**src/rtl/ldt_pkg.sv**
```systemverilog
package ldt_pkg;

  // Resolution code driven on res_kind
  typedef enum logic [1:0] {
    RES_NONE = 2'b00,
    RES_HIT  = 2'b01,
    RES_MISS = 2'b10,
    RES_RSVD = 2'b11
  } res_kind_e;

  localparam int DEF_LD_COLS = 4;
  localparam int DEF_STAGES  = 4;

endpackage

```
**src/rtl/ldt_reset_sync.sv**
```systemverilog
module ldt_reset_sync (
  input  logic clk,
  input  logic arst_n,
  output logic srst_n
);

  logic meta_q;
  logic sync_q;

  always_ff @(posedge clk or negedge arst_n) begin
    if (!arst_n) begin
      meta_q <= 1'b0;
      sync_q <= 1'b0;
    end else begin
      meta_q <= 1'b1;
      sync_q <= meta_q;
    end
  end

  assign srst_n = sync_q;

endmodule

```
**src/rtl/ldt_col_decode.sv**
```systemverilog
module ldt_col_decode #(
  parameter int LD_COLS = ldt_pkg::DEF_LD_COLS,
  localparam int CW     = $clog2(LD_COLS)
) (
  input  logic [1:0]         res_kind,
  input  logic [CW-1:0]      res_col,
  input  logic               iss_is_load,
  input  logic [CW-1:0]      iss_col,
  output logic [LD_COLS-1:0] hit_oh,
  output logic [LD_COLS-1:0] miss_oh,
  output logic [LD_COLS-1:0] own_oh
);

  logic is_hit;
  logic is_miss;

  always_comb begin
    is_hit  = (res_kind == ldt_pkg::RES_HIT);
    is_miss = (res_kind == ldt_pkg::RES_MISS);
  end

  for (genvar c = 0; c < LD_COLS; c++) begin : g_col
    always_comb begin
      hit_oh[c]  = is_hit  && (res_col == CW'(c));
      miss_oh[c] = is_miss && (res_col == CW'(c));
      own_oh[c]  = iss_is_load && (iss_col == CW'(c));
    end
  end

endmodule

```
**src/rtl/ldt_src_merge.sv**
```systemverilog
module ldt_src_merge #(
  parameter int LD_COLS = ldt_pkg::DEF_LD_COLS,
  parameter int STAGES  = ldt_pkg::DEF_STAGES,
  localparam int SW     = $clog2(STAGES),
  localparam int MW     = STAGES * LD_COLS
) (
  input  logic [STAGES-1:0]  row_vld,
  input  logic [MW-1:0]      row_vec,
  input  logic               src_a_vld,
  input  logic [SW-1:0]      src_a_stage,
  input  logic               src_b_vld,
  input  logic [SW-1:0]      src_b_stage,
  input  logic [LD_COLS-1:0] own_oh,
  input  logic [LD_COLS-1:0] hit_oh,
  input  logic [LD_COLS-1:0] miss_oh,
  output logic [LD_COLS-1:0] new_vec,
  output logic               dep_on_miss
);

  logic [LD_COLS-1:0] vec_a;
  logic [LD_COLS-1:0] vec_b;
  logic [LD_COLS-1:0] merged;

  always_comb begin
    vec_a = '0;
    vec_b = '0;
    for (int r = 0; r < STAGES; r++) begin
      if (src_a_vld && row_vld[r] && (src_a_stage == SW'(r))) begin
        vec_a = vec_a | row_vec[r*LD_COLS +: LD_COLS];
      end
      if (src_b_vld && row_vld[r] && (src_b_stage == SW'(r))) begin
        vec_b = vec_b | row_vec[r*LD_COLS +: LD_COLS];
      end
    end
  end

  always_comb begin
    merged      = vec_a | vec_b | own_oh;
    dep_on_miss = |(merged & miss_oh);
    new_vec     = merged & ~(hit_oh | miss_oh);
  end

endmodule

```
**src/rtl/ldt_stage_row.sv**
```systemverilog
module ldt_stage_row #(
  parameter int LD_COLS = ldt_pkg::DEF_LD_COLS
) (
  input  logic               clk,
  input  logic               rst_n,
  input  logic               in_vld,
  input  logic [LD_COLS-1:0] in_vec,
  input  logic [LD_COLS-1:0] miss_oh,
  output logic               q_vld,
  output logic [LD_COLS-1:0] q_vec,
  output logic               replay
);

  logic               load_en;
  logic               nxt_vld;
  logic [LD_COLS-1:0] nxt_vec;

  always_comb begin
    replay  = q_vld && |(q_vec & miss_oh);
    load_en = in_vld || q_vld;
    nxt_vld = in_vld;
    nxt_vec = in_vld ? in_vec : '0;
  end

  always_ff @(posedge clk or negedge rst_n) begin
    if (!rst_n) begin
      q_vld <= 1'b0;
      q_vec <= '0;
    end else if (load_en) begin
      q_vld <= nxt_vld;
      q_vec <= nxt_vec;
    end
  end

endmodule

```
**src/rtl/ldt_dep_tracker.sv**
```systemverilog
module ldt_dep_tracker #(
  parameter int LD_COLS = ldt_pkg::DEF_LD_COLS,
  parameter int STAGES  = ldt_pkg::DEF_STAGES
) (
  input  logic                          clk,
  input  logic                          rst_n,
  input  logic                          iss_valid,
  input  logic                          iss_is_load,
  input  logic [$clog2(LD_COLS)-1:0]    iss_col,
  input  logic                          src_a_vld,
  input  logic [$clog2(STAGES)-1:0]     src_a_stage,
  input  logic                          src_b_vld,
  input  logic [$clog2(STAGES)-1:0]     src_b_stage,
  input  logic [1:0]                    res_kind,
  input  logic [$clog2(LD_COLS)-1:0]    res_col,
  output logic                          iss_replay,
  output logic [STAGES-1:0]             replay_mask,
  output logic [STAGES-1:0]             stage_valid,
  output logic [STAGES*LD_COLS-1:0]     stage_dep
);

  localparam int MW = STAGES * LD_COLS;

  logic               rst_sync_n;
  logic [LD_COLS-1:0] hit_oh;
  logic [LD_COLS-1:0] miss_oh;
  logic [LD_COLS-1:0] own_oh;
  logic [LD_COLS-1:0] clr_oh;
  logic [LD_COLS-1:0] iss_vec;
  logic               iss_dep_miss;
  logic [STAGES-1:0]  row_in_vld;
  logic [MW-1:0]      row_in_vec;
  logic [STAGES-1:0]  row_q_vld;
  logic [MW-1:0]      row_q_vec;
  logic [STAGES-1:0]  row_replay;

  ldt_reset_sync u_rst (
    .clk    (clk),
    .arst_n (rst_n),
    .srst_n (rst_sync_n)
  );

  ldt_col_decode #(.LD_COLS(LD_COLS)) u_dec (
    .res_kind    (res_kind),
    .res_col     (res_col),
    .iss_is_load (iss_is_load),
    .iss_col     (iss_col),
    .hit_oh      (hit_oh),
    .miss_oh     (miss_oh),
    .own_oh      (own_oh)
  );

  ldt_src_merge #(.LD_COLS(LD_COLS), .STAGES(STAGES)) u_merge (
    .row_vld     (row_q_vld),
    .row_vec     (row_q_vec),
    .src_a_vld   (src_a_vld),
    .src_a_stage (src_a_stage),
    .src_b_vld   (src_b_vld),
    .src_b_stage (src_b_stage),
    .own_oh      (own_oh),
    .hit_oh      (hit_oh),
    .miss_oh     (miss_oh),
    .new_vec     (iss_vec),
    .dep_on_miss (iss_dep_miss)
  );

  // A resolving column leaves the matrix on either outcome
  always_comb begin
    clr_oh = hit_oh | miss_oh;
  end

  // Stage 0 takes the issuing instruction unless it is squashed now
  always_comb begin
    row_in_vld[0]         = iss_valid && !iss_dep_miss;
    row_in_vec[LD_COLS-1:0] = (iss_valid && !iss_dep_miss) ? iss_vec : '0;
  end

  // Deeper stages take the survivors of the stage above
  for (genvar r = 1; r < STAGES; r++) begin : g_shift
    always_comb begin
      row_in_vld[r] = row_q_vld[r-1] && !row_replay[r-1];
      row_in_vec[r*LD_COLS +: LD_COLS] = row_in_vld[r]
        ? (row_q_vec[(r-1)*LD_COLS +: LD_COLS] & ~clr_oh)
        : '0;
    end
  end

  for (genvar r = 0; r < STAGES; r++) begin : g_row
    ldt_stage_row #(.LD_COLS(LD_COLS)) u_row (
      .clk     (clk),
      .rst_n   (rst_sync_n),
      .in_vld  (row_in_vld[r]),
      .in_vec  (row_in_vec[r*LD_COLS +: LD_COLS]),
      .miss_oh (miss_oh),
      .q_vld   (row_q_vld[r]),
      .q_vec   (row_q_vec[r*LD_COLS +: LD_COLS]),
      .replay  (row_replay[r])
    );
  end

  always_comb begin
    iss_replay  = iss_valid && iss_dep_miss;
    replay_mask = row_replay;
    stage_valid = row_q_vld;
    stage_dep   = row_q_vec;
  end

endmodule

```
**config.mk**
```make
export PLATFORM = sky130hd
export DESIGN_NAME = ldt_dep_tracker
export DESIGN_NICKNAME = d
export VERILOG_FILES = /design/src/rtl/ldt_pkg.sv /design/src/rtl/ldt_reset_sync.sv /design/src/rtl/ldt_col_decode.sv /design/src/rtl/ldt_src_merge.sv /design/src/rtl/ldt_stage_row.sv /design/src/rtl/ldt_dep_tracker.sv
export SDC_FILE = /design/constraint.sdc
export NUM_CORES = 1
export LEC_CHECK = 0
export BUFFER_PORTS_ARGS = -buffer_cell sky130_fd_sc_hd__buf_4
export CORE_UTILIZATION = 43
export CTS_BUF_LIST = sky130_fd_sc_hd__clkbuf_16
export CTS_CLUSTER_SIZE = 16
export DETAILED_ROUTE_END_ITERATION = 10
export GPL_ROUTABILITY_DRIVEN = 0
export HOLD_SLACK_MARGIN = 0.03
export PLACE_DENSITY = 0.68
export SLEW_MARGIN = 40
export SYNTH_ARGS = -nofsm -noshare
export SYNTH_HDL_FRONTEND = slang
export SYNTH_SLANG_ARGS = --single-unit
export TNS_END_PERCENT = 100
```
**constraint.sdc**
```tcl
create_clock -name clk -period 3.29 [get_ports clk]
set_input_delay 0.1645 -clock clk [delete_from_list [all_inputs] [get_ports clk]]
set_output_delay 0.1645 -clock clk [all_outputs]
set_load 0.05 [all_outputs]
```
# After elaboration in Yosys (flattened, before gate mapping)
# Index checks and enable logic that the tools add are counted.
[classes] n_mul=0 n_mux=12 n_addsub=0 n_lt_le_gt_ge=0 n_bitwise=19 shift=0 reduce_logical=54 n_div=0 n_eq_ne=14
[op_table] operator="2-to-1 mux 4 bit" count=12
[op_table] operator="logical AND 1 bit" count=37
[op_table] operator="AND 4 bit" count=9
[op_table] operator="bitwise OR 4 bit" count=9
[op_table] operator="OR reduction 4 bit" count=5
[op_table] operator="equality test 2 bit, second input constant" count=9
[op_table] operator="equality test 2 x 1 -> 1 bit, second input constant" count=5
[op_table] operator="logical NOT 2 bit" count=4
[op_table] operator="logical NOT 1 bit" count=4
[op_table] operator="logical OR 1 bit" count=4
[op_table] operator="inverter 4 bit" count=1
[word_totals] input_bits=16 output_inout_bits=25 mem_count=0 latchBits=0 romBits=0 mem_bits_rw=0 reg_bits=22

# Longest topological paths before layout
# Gate-level depths: netlist of the first run.
[logic_depth] word_depth=16 ltp_mapped=8 ltp_nobuf=8

# Modules after synthesis
# From an unflattened synthesis of the first run, not the netlist that was laid out.
[unflattened] hier_cells=153 area_unflattened_um2=1430.1
[modules_own_cells] module="ldt_stage_row" instances=4 cells_per_inst=21 area_per_inst_um2=215.2
[modules_own_cells] module="ldt_src_merge" instances=1 cells_per_inst=29 area_per_inst_um2=217.7
[modules_own_cells] module="ldt_dep_tracker" instances=1 cells_per_inst=25 area_per_inst_um2=176.4
[modules_own_cells] module="ldt_col_decode" instances=1 cells_per_inst=12 area_per_inst_um2=121.4
[modules_own_cells] module="ldt_reset_sync" instances=1 cells_per_inst=3 area_per_inst_um2=53.8

# Worst setup path before layout of the first run
# Ideal clock, no wire load.
[synth_path] path_kind="flip-flop to output port" from="register g_row[2].u_row.q_vec[2]" to="output iss_replay" path_buffers=0 path_slack_ns=0.873 arrival_time_ns=2.253 stages_incl_launch_ff=6 path_cell_list="dfrtp_1 o21ai_0 nand4_1 a21oi_2 or3_4 a31oi_1"
[synth_via] elab_chain_cells=9 elab_cells_between_ends=13
[synth_lines] element="start: declaration" line="ldt_stage_row.sv:10" source="output logic [LD_COLS-1:0] q_vec,"
[synth_lines] element="start signal: assignment" line="ldt_stage_row.sv:31" source="q_vec <= nxt_vec;"
[synth_lines] element="bitwise OR 4 bit, on equally long branches" line="ldt_src_merge.sv:29, ldt_src_merge.sv:32"
[synth_lines] element="2-to-1 mux 4 bit, on equally long branches" line="ldt_src_merge.sv:28, ldt_src_merge.sv:31"
[synth_lines] element="bitwise OR 4 bit, on equally long branches" line="ldt_src_merge.sv:29, ldt_src_merge.sv:32"
[synth_lines] element="2-to-1 mux 4 bit, on equally long branches" line="ldt_src_merge.sv:28, ldt_src_merge.sv:31"
[synth_lines] element="bitwise OR 4 bit * (2 in a row)" line="ldt_src_merge.sv:38" source="merged = vec_a | vec_b | own_oh;"
[synth_lines] element="AND 4 bit *" line="ldt_src_merge.sv:39" source="dep_on_miss = |(merged & miss_oh);"
[synth_lines] element="OR reduction 4 bit *" line="ldt_src_merge.sv:39"
[synth_lines] element="logical AND 1 bit *" line="ldt_dep_tracker.sv:102" source="iss_replay = iss_valid && iss_dep_miss;"
[synth_lines] element="end: declaration" line="ldt_dep_tracker.sv:16" source="output logic iss_replay,"
# Every way passes the cells marked *; elsewhere a longest branch is shown, timed or not.

# Final worst setup path of the first run
[layout_path] from="register g_row[2].u_row.q_vld" to="output iss_replay"
[layout_via] elab_chain_cells=10 elab_cells_between_ends=15
[layout_lines] element="start: declaration" line="ldt_stage_row.sv:9" source="output logic q_vld,"
[layout_lines] element="start signal: assignment" line="ldt_stage_row.sv:30" source="q_vld <= nxt_vld;"
[layout_lines] element="logical AND 1 bit, on equally long branches (2 in a row)" line="ldt_src_merge.sv:28, ldt_src_merge.sv:31"
[layout_lines] element="2-to-1 mux 4 bit, on equally long branches" line="ldt_src_merge.sv:28, ldt_src_merge.sv:31"
[layout_lines] element="bitwise OR 4 bit, on equally long branches" line="ldt_src_merge.sv:29, ldt_src_merge.sv:32"
[layout_lines] element="2-to-1 mux 4 bit, on equally long branches" line="ldt_src_merge.sv:28, ldt_src_merge.sv:31"
[layout_lines] element="bitwise OR 4 bit * (2 in a row)" line="ldt_src_merge.sv:38"
[layout_lines] element="AND 4 bit *" line="ldt_src_merge.sv:39"
[layout_lines] element="OR reduction 4 bit *" line="ldt_src_merge.sv:39"
[layout_lines] element="logical AND 1 bit *" line="ldt_dep_tracker.sv:102"
# Marks and branches as above.

==> flow_metrics.tcl, run 1 <==
set metrics [dict create \
    status "finished clean" \
    grt.total_usage_pct 23.94 \
    worstReg2RegStart "g_row[2].u_row.q_vld" \
    cp_cell_sequence "and4b_1, o21ai_0, nand4_1, a21oi_2, or3_4, a31oi_1, buf_4" \
    grt_max_degree 21 \
    path_clk_slew_ns 0.06 \
    finalSetupViolCount 0 \
    power_frac_comb_pct 21.1 \
    min_period_ns 2.169 \
    synth.avg_cell_area_um2 9.036 \
    max_stage_delay_ns 0.41 \
    p_switching_w 0.0002193 \
    syn_inst 158 \
    synth-simple-area-share_pct 30.32 \
    slew_headroom_pct 63.66 \
    cts.repair.resized 0 \
    antenna_found_initial 0 \
    clock_sinks 22 \
    grt_pass1_vias 1288 \
    synth-adder-area-share_pct 0 \
    ys.flop_type "dfrtp_1" \
    worst-path-buf-inv 1 \
    clock.fmax_ghz 0.4610 \
    diodes 0 \
    crit_start "g_row[2].u_row.q_vld" \
    dpl_cell_area_um2 1714 \
    synth_area_leaders "dfrtp_1 39%, mux2i_1 5.6%, o21ai_1 5.6%, nand3_1 5.3%, buf_4 4.2%" \
    portBuffers 40 \
    yosys_warnings 0 \
    endpoint_kind "primary output" \
    cts-htree-levels 1 \
    drc 0 \
    max_cap_violations 0 \
    worstPathMaxFanout 5 \
    rrSetupSlack_ns 1.21 \
    synth.top_cell.area_share_pct 38.56 \
    worstSetupPathType "register to primary output" \
    synth_cell_types 41 \
    io_pins 41 \
    dr.pass1.iters 4 \
    worstRegToRegCells 8 \
    fp.dieW_um 59.62 \
    synth_seq_cells 22 \
    slew_viol_final 0 \
    critPathSlowestCell "dfrtp_1" \
    routedWlPerCell_um 16.72 \
    endpoint "iss_replay" \
    met1_usage_pct 31.67 \
    finalHoldViolations 0 \
    final_net_count 210 \
    timing.final.crit_share_pct 65.93 \
    p_clk_share_pct 36.3 \
    cts_made_buffers 3 \
    crit_family "simple AND/OR/NAND/NOR gates" \
    rsz0062_at_grt "no" \
    clock-root-buffer "clkbuf_16" \
    internal-power_w 0.0004989 \
    grtUsageMet2_pct 38.20 \
    die-area_um2 3555 \
    overflow 0 \
    avgViaCountPerCell 5.789 \
    p_per_area_nw_per_um2 398.1 \
    r2r-end "g_row[0].u_row.q_vec[1]" \
    worstSkewPairLatency_ns 0.26 \
    core_um2 3103 \
    synth_top_family_by_area "simple AND/OR/NAND/NOR gates" \
    p_sw_share_pct 30.53 \
    syn_nets 174 \
    worst_slew_pin_slew_ns 0.5431 \
    final_layout_size_suffix_gt1_share_pct 29.02 \
    vdd_drop_max_v 0.0002800 \
    cp.arrival_ns 2.00 \
    grt.busiest_layer "met2" \
    areaGrowthSynthToFinish_pct 26.38 \
    yosys.area.top_type "dfrtp_1" \
    stdcell_area_um2 1804 \
    synth_edf_count 0 \
    pwr-share-seq_pct 42.6 \
    syn_area_um2 1428 \
    start_util_pct 46.01 \
    synth-compound-area-share_pct 18.23 \
    cts_tree "yes" \
    cp.depth 7 \
    hold_class "input port to register" \
    fin_skew_ns 0.005443 \
    power_leakage_nw 0.7980 \
    synth_seq_area_share_pct 38.56 \
    crit_required_ns 3.13 \
    drt_wl_total_mm 3.962 \
    fp-row-count 20 \
    dp_hpwl_mm 2.942 \
    vias 1372 \
    dieHeight_um 59.62 \
    grt_first_pass_wirelength_mm 6.051 \
    async_flop_share_pct 100.0 \
    fin_setup_tns_ns 0 \
    antenna_left 0 \
    use_met3_pct 4.367 \
    drt_iter0_drc 68 \
    cts_buffer_depth 2 \
    start_kind "register" \
    n_fill_cell 305 \
    synthMuxAreaShare_pct 5.609 \
    synth_xor_area_share_pct 0.6135 \
]
timing repair:
| action | in CTS | in global routing |
|---|---|---|
| hold buffers | 1 | 0 |
| endpoints found under the hold margin | 2 | 0 |
| setup buffers | 0 | 0 |
per-stage QoR:
| stage | hold slack [ns] | setup slack, ns | total power [W] | std cells | util, % |
|---|---|---|---|---|---|
| floorplan | -0.1311 | 0.8728 | 0.0004077 | 158 | - |
| global placement | -0.05332 | 1.337 | 0.0004574 | 232 | 55.24 |
| detailed placement | -0.05088 | 1.241 | 0.0004599 | 232 | 55.24 |
| CTS | 0.2116 | 1.127 | 0.0007201 | 237 | 58.10 |
| global route | 0.2184 | 1.022 | 0.0007475 | 237 | 58.15 |
| finish | 0.2130 | 1.121 | 0.0007183 | 237 | 58.15 |
worst register-to-register path: stages, from the launching register on:
cell     delay (ns)
dfrtp_1        0.42
and4b_1        0.26
o21ai_1        0.14
and4_1         0.27
a31oi_4        0.12
o21ai_2        0.22
nand4_4        0.16
and2_4         0.20
a21o_1         0.18
synth_stat cells (2+ instances only):
cell      instances
a21oi_1           3
and2_1            4
and4_1            4
and4b_1           4
buf_4             8
dfrtp_1          22
inv_1             4
inv_2             2
mux2i_1           8
nand2_1          14
nand2b_1          6
nand3_1          15
nand3b_1          5
nand4_1           2
nor2_1            5
o21ai_0           9
o21ai_1          16
o22ai_1           4
worst min path at each step:
| stage | startpoint | end | cells past startpoint |
|---|---|---|---|
| after detailed placement | rst_n | u_rst.meta_q | 1 |
| final | iss_valid | g_row[0].u_row.q_vld | 3 |
| after global routing | rst_n | u_rst.meta_q | 2 |
| after CTS | iss_valid | g_row[0].u_row.q_vld | 3 |
| after global placement | rst_n | u_rst.meta_q | 1 |
| after floorplan | rst_n | u_rst.meta_q | 0 |
cells by family (layout without fill, tap and decap cells):
family	count (synthesis)	in the layout
xor+xnor	1	1
buf+inv	16	51
other cells	1	1
simple gates	69	69
mux	8	8
compound gates	41	41
flops	22	22
sequential cells by signal, summed over array words and instances (netlist names):
signal / cells
g_row.u_row.q_vec: 16
g_row.u_row.q_vld: 4
u_rst.meta_q: 1
u_rst.srst_n: 1
cell type report:
| type | instances | area (um^2) | share of cell area (%) |
|---|---|---|---|
| multi-input cells | 120 | 785.8 | 43.55 |
| flip-flops and latches | 22 | 551.8 | 30.58 |
| repair buffers | 41 | 310.3 | 17.20 |
| clock buffers | 3 | 75.07 | 4.161 |
| well taps | 44 | 55.05 | 3.051 |
| inverters | 6 | 22.52 | 1.248 |
| clock inverters | 1 | 3.754 | 0.2080 |
per-layer routing:
metal  vias up  share of wire [%]
met1       663                 43
met4         0                1.4
met5         -                  0
li1        638                  -
met2        64                 48
met3         7                8.1
power by group through the flow:
| stage | Sequential (W) | Combinational [W] | Clock [W] |
|---|---|---|---|
| after floorplan | 0.000330 | 0.0000777 | 0 |
| after global placement | 0.000309 | 0.000148 | 0 |
| after detailed placement | 0.000310 | 0.000149 | 0 |
| after CTS | 0.000305 | 0.000151 | 0.000263 |
| after global routing | 0.000309 | 0.000161 | 0.000278 |
| final | 0.000306 | 0.000152 | 0.000261 |
cell usage in the layout (no fill, tap or decap), types with 4 or more instances in the layout:
cell	count
and4b_1	4
nor2_1	5
o21ai_0	9
inv_1	4
nand3b_1	5
nand3_1	15
o22ai_1	4
o21ai_1	16
and2_1	4
nand2_1	14
and4_1	4
mux2i_1	8
dfrtp_1	21
nand2b_1	6
buf_4	40
No activity file was read; power rests on OpenSTA's default activity.
==> inputs of run 2 (changes only) <==
ABC_AREA = 1   (was default)
PLACE_DENSITY = 0.67   (was 0.68)
clock period = 2.25 ns   (was 3.29 ns; I/O delays follow)
==> run 2 against run 1 <==
  * Clock skew down 0.0028 ns
  * Cell count rose by 34%
  * Final area is 6.0% higher
  * Sequential share of layout area decreased by 1.7 points
  * Non-clock buffer count unchanged
  * Largest power group unchanged
  * Sequential power grew 46%
  * Global-route usage grew 0.061 points
==> flow_metrics.tcl, run 2 <==
set metrics [dict create \
    layout.cells.most_common "nand2_1" \
    regMostFlops "g_row.u_row.q_vec" \
    yosys.area.top_type "dfrtp_1" \
    die-area_um2 3786 \
    largest_reg_flops 16 \
    fin_setup_tns_ns 0 \
    min_period_ns 1.888 \
    path_clk_slew_ns 0.06 \
    dr.pass1.iters 4 \
    yosys_warnings 0 \
    synth.avg_cell_area_um2 6.513 \
    start_kind "register" \
    areaGrowthSynthToFinish_pct 25.45 \
    worstSetupPathType "register to primary output" \
    whs_path_depth 3 \
    antenna_found_initial 0 \
    largestRegisters "g_row.u_row.q_vec x16, g_row.u_row.q_vld x4" \
    dieHeight_um 61.53 \
    drt_wl_total_mm 4.132 \
    dp_hpwl_mm 3.230 \
    power_leakage_nw 1.072 \
    cts_buffer_depth 2 \
    drc 0 \
    synth_seq_cells 22 \
    cts.repair.resized 0 \
    overflow 0 \
    cp.arrival_ns 1.78 \
    worstRegToRegCells 12 \
    grt_first_pass_wirelength_mm 6.465 \
    holdCritStartpoint "iss_valid" \
    worstReg2RegStart "g_row[0].u_row.q_vld" \
    avgViaCountPerCell 5.104 \
    synth_edf_count 0 \
    finalSetupViolCount 0 \
    cts-htree-levels 1 \
    vias 1618 \
    grt_pass1_vias 1415 \
    synthTopCellsByCount "61 x nand2_1, 43 x nand3_1, 38 x inv_1" \
    final_net_count 288 \
    async_flop_share_pct 100.0 \
    finalHoldViolations 0 \
    rsz0062_at_grt "no" \
    portBuffers 40 \
    cts_made_buffers 3 \
    clock.fmax_ghz 0.5296 \
    stdcell_area_um2 1912 \
    grt_max_degree 21 \
    synth.top_cell.area_share_pct 36.12 \
    timing.final.crit_share_pct 83.92 \
    hold_class "input port to register" \
    power_w 0.001046 \
    endpoint_kind "primary output" \
    slew_viol_final 0 \
    syn_inst 234 \
    clock-root-buffer "clkbuf_16" \
    worstPathMaxFanout 6 \
    rrSetupSlack_ns 0.66 \
    synth_cell_types 21 \
    yosysMostFrequentCell "nand2_1" \
    ys.flop_type "dfrtp_1" \
    antenna_left 0 \
    whs_endpoint "g_row[0].u_row.q_vld" \
    utilization_pct 56.85 \
    synth_seq_area_share_pct 36.12 \
    io_pins 41 \
    diodes 0 \
    routedWlPerCell_um 13.03 \
    status "finished clean" \
    syn_area_um2 1524 \
    fin_skew_ns 0.002680 \
    clock_sinks 22 \
    final_cell_mix "61 x nand2_1, 43 x nand3_1, 40 x buf_4, 38 x inv_1, 27 x nor2_1" \
    vdd_drop_max_v 0.0003409 \
    syn_nets 250 \
    final_layout_size_suffix_gt1_share_pct 20.66 \
    crit_required_ns 2.14 \
    p_per_area_nw_per_um2 547.1 \
    r2r-end "g_row[0].u_row.q_vec[2]" \
    max_cap_violations 0 \
    dpl_cell_area_um2 1822 \
    cts_tree "yes" \
    core_um2 3363 \
    drt_iter0_drc 123 \
    grt.total_usage_pct 24.00 \
    fp.dieW_um 61.53 \
    fp-row-count 21 \
    worstSkewPairLatency_ns 0.26 \
    start_util_pct 45.31 \
    synth_area_leaders "dfrtp_1 36%, nand2_1 15%, nand3_1 14%, inv_1 9.4%, nor2_1 6.7%" \
]
[run 2: timing repair]
action | 4_1_cts | 5_1_grt
hold buffers | 1 | 0
setup buffers | 0 | 0
endpoints found under the hold margin | 2 | 0
[run 2: cell families after synthesis]
group	after synthesis	synth area share, %
flops	22	36.12
buf+inv	48	13.79
compound gates	19	7.800
other cells	1	0.2461
simple gates	144	42.04
[run 2: worst max path at each step]
stage	slack [ns]	startpoint	endpoint	cells after the start
finish	0.36	g_row[0].u_row.q_vld	iss_replay	11
global route	0.19	g_row[3].u_row.q_vld	iss_replay	11
CTS	0.35	g_row[1].u_row.q_vld	iss_replay	11
detailed placement	0.64	g_row[1].u_row.q_vld	iss_replay	11
global placement	0.65	g_row[1].u_row.q_vld	iss_replay	11
floorplan	0.30	g_row[0].u_row.q_vec[3]	iss_replay	8
[run 2: metal layers]
metal | part of all wire, % | vias up | wire length [um] | track usage, %
met1 | 46 | 732 | 1891 | 33.68
met5 | 0 | - | 0 | 0
li1 | - | 813 | - | -
met2 | 46 | 65 | 1887 | 38.25
met3 | 6.8 | 8 | 279 | 3.151
met4 | 1.8 | 0 | 73 | 7.937
[run 2: critical path, cell delays in order (launching register included)]
cell,delay [ns]
dfrtp_1,0.42
nand2_1,0.08
inv_1,0.06
nand3_1,0.06
nand2_1,0.06
nor2_1,0.14
nand3_1,0.13
nand2_2,0.08
nand2_2,0.06
nor2_4,0.18
nor2_1,0.06
buf_4,0.19
[run 2: power by group]
part | internal, W | total [W] | switching, W
logic | 0.0000668 | 0.000216 | 0.000149
clock network | 0.000238 | 0.000384 | 0.000147
registers | 0.000414 | 0.000446 | 0.0000324
[run 2: cell type report]
cell class                      instances  area (um^2)
Clock inverter                          1        3.754
Fill cell                             348         1451
Sequential cell                        22        551.8
Clock buffer                            3        75.07
Multi-Input combinational cell        164        763.2
Inverter                               40        150.1
Timing Repair Buffer                   41        310.3
Tap cell                               46        57.56
[run 2: through the flow]
stage                     setup WS [ns]  hold WS (ns)  cells
final                            0.3619        0.1248    317
after global routing             0.1928        0.1424    317
after CTS                        0.3544        0.1230    317
after detailed placement         0.6402       -0.1045    312
after global placement           0.6470       -0.1041    312
after floorplan                  0.2987       -0.1831    234
==> inputs of run 3 (changes only) <==
clock period = 1.75 ns   (was 2.25 ns; I/O delays follow)
==> run 3 against run 2 <==
  * Worst setup slack lost 0.33 ns
  * Clock power grew 22%
  * Final area grew 3.8%
  * Core utilization grew 2.2 points
  * Non-clock buffer count grew 6
  * Critical endpoint unchanged
  * Highest routed layer unchanged
==> flow_metrics.tcl, run 3 (synthesis gave the netlist of run 2 again) <==
set metrics [dict create \
    rsz0062_at_grt "yes" \
    holdCritStartpoint "iss_valid" \
    dp_hpwl_mm 3.298 \
    final_layout_size_suffix_gt1_share_pct 23.91 \
    dieHeight_um 61.53 \
    layout.cells.most_common "nand2_1" \
    power_leakage_nw 1.116 \
    n_fill_cell 351 \
    finalSetupViolCount 0 \
    clock.fmax_ghz 0.5834 \
    fp.dieW_um 61.53 \
    cts-htree-levels 1 \
    stdcell_area_um2 1984 \
    whs_endpoint "g_row[0].u_row.q_vld" \
    whs_path_depth 3 \
    worstReg2RegStart "g_row[0].u_row.q_vec[3]" \
    final_net_count 294 \
    rrSetupSlack_ns 0.12 \
    clock-root-buffer "clkbuf_16" \
    areaGrowthSynthToFinish_pct 30.21 \
    start_kind "register" \
    pre_cts_ws_ns 0.1343 \
    io_pins 41 \
    max_cap_violations 0 \
    dr.pass1.iters 5 \
    drt_iter0_drc 120 \
    drt_wl_total_mm 4.240 \
    multi_input_area_um2 792.0 \
    regArea_um2 550.5 \
    r2r-end "g_row[0].u_row.q_vec[1]" \
    avgViaCountPerCell 5.146 \
    grt_pass1_vias 1485 \
    worstPathMaxFanout 6 \
    cts_buffer_depth 2 \
    worstRegToRegCells 11 \
    die-area_um2 3786 \
    critPathSlowestCell "dfrtp_1" \
    crit_family "simple AND/OR/NAND/NOR gates" \
    cp_cell_sequence "nand3_1, nand2_1, nor2_1, nand3_1, nand2_1, nand2_2, nor2_4, nor2_2, buf_6" \
    vdd_drop_max_v 0.0004239 \
    max_stage_delay_ns 0.48 \
    regMostFlops "g_row.u_row.q_vec" \
    drc 0 \
    finalHoldViolations 0 \
    overflow 0 \
    min_period_ns 1.714 \
    grt_max_degree 21 \
    diodes 0 \
    utilization_pct 59.00 \
    path_clk_slew_ns 0.06 \
    portBuffers 40 \
    antenna_left 0 \
    grt.total_usage_pct 25.01 \
    hold_ws_ns 0.1109 \
    p_per_area_nw_per_um2 674.4 \
    largest_reg_flops 16 \
    clock_sinks 22 \
    fin_skew_ns 0.002072 \
    worstSetupPathType "register to primary output" \
    start_util_pct 45.31 \
    crit_start "g_row[0].u_row.q_vec[3]" \
    cts_tree "yes" \
    antenna_found_initial 0 \
    vias 1657 \
    largestRegisters "g_row.u_row.q_vec x16, g_row.u_row.q_vld x4" \
    worst-path-buf-inv 1 \
    endpoint_kind "primary output" \
    slew_viol_final 0 \
    fin_ws_ns 0.03587 \
    status "finished clean" \
    worstSkewPairLatency_ns 0.25 \
    final_cell_mix "61 x nand2_1, 45 x buf_4, 41 x nand3_1, 38 x inv_1, 24 x nor2_1" \
    fp-row-count 21 \
    dpl_cell_area_um2 1839 \
    power_w 0.001338 \
    cts_made_buffers 3 \
    crit_required_ns 1.66 \
    core_um2 3363 \
    hold_class "input port to register" \
    timing.final.crit_share_pct 97.95 \
    grt_first_pass_wirelength_mm 6.837 \
    routedWlPerCell_um 13.17 \
    cp.arrival_ns 1.63 \
]
[run 3: routing by layer]
layer	vias up	GRT usage, %	share of wire [%]
li1	823	-	-
met3	2	3.361	8.2
met1	751	36.17	45
met2	81	39.17	46
met5	-	0	0
met4	0	6.984	0.50
[run 3: power by group]
group	switching [W]	internal [W]
Combinational	0.000209	0.0000965
Sequential	0.0000313	0.000532
Clock	0.000168	0.000301
[run 3: through the flow]
step / std cells / setup TNS (ns)
2_1_floorplan: 234 / 0
3_3_place_gp: 314 / 0
3_5_place_dp: 314 / 0
4_1_cts: 321 / 0
5_1_grt: 322 / -0.08105
6_report: 322 / 0
[run 3: how the worst max path moves through the flow]
| stage | to | cells past startpoint |
|---|---|---|
| after CTS | iss_replay | 9 |
| after global routing | iss_replay | 11 |
| after floorplan | iss_replay | 8 |
| final | iss_replay | 9 |
| after global placement | g_row[0].u_row.q_vec[1] | 12 |
| after detailed placement | g_row[0].u_row.q_vec[1] | 12 |
[run 3: worst reg2reg max path, delay by kind of cell, from the launching register on]
| family | cells | cell delay, ns |
|---|---|---|
| AND/OR/NAND/NOR | 10 | 0.90 |
| flip-flops | 1 | 0.48 |
| buffers and inverters | 1 | 0.15 |
[run 3: layout make-up]
class                   instances  share of cell area, %
inverters                      40                  7.566
well taps                      46                  2.900
multi-input cells             164                  39.91
clock buffers                   3                  3.783
flip-flops and latches         22                  27.74
repair buffers                 47                  18.10
[run 3: what timing repair did]
action,in CTS,in global routing
gates resized for setup,3,4
hold buffers,1,0
setup buffers,3,1
endpoints found under the hold margin,2,0
cloned,0,0
endpoints found under the setup margin,1,5
pin swaps,1,1
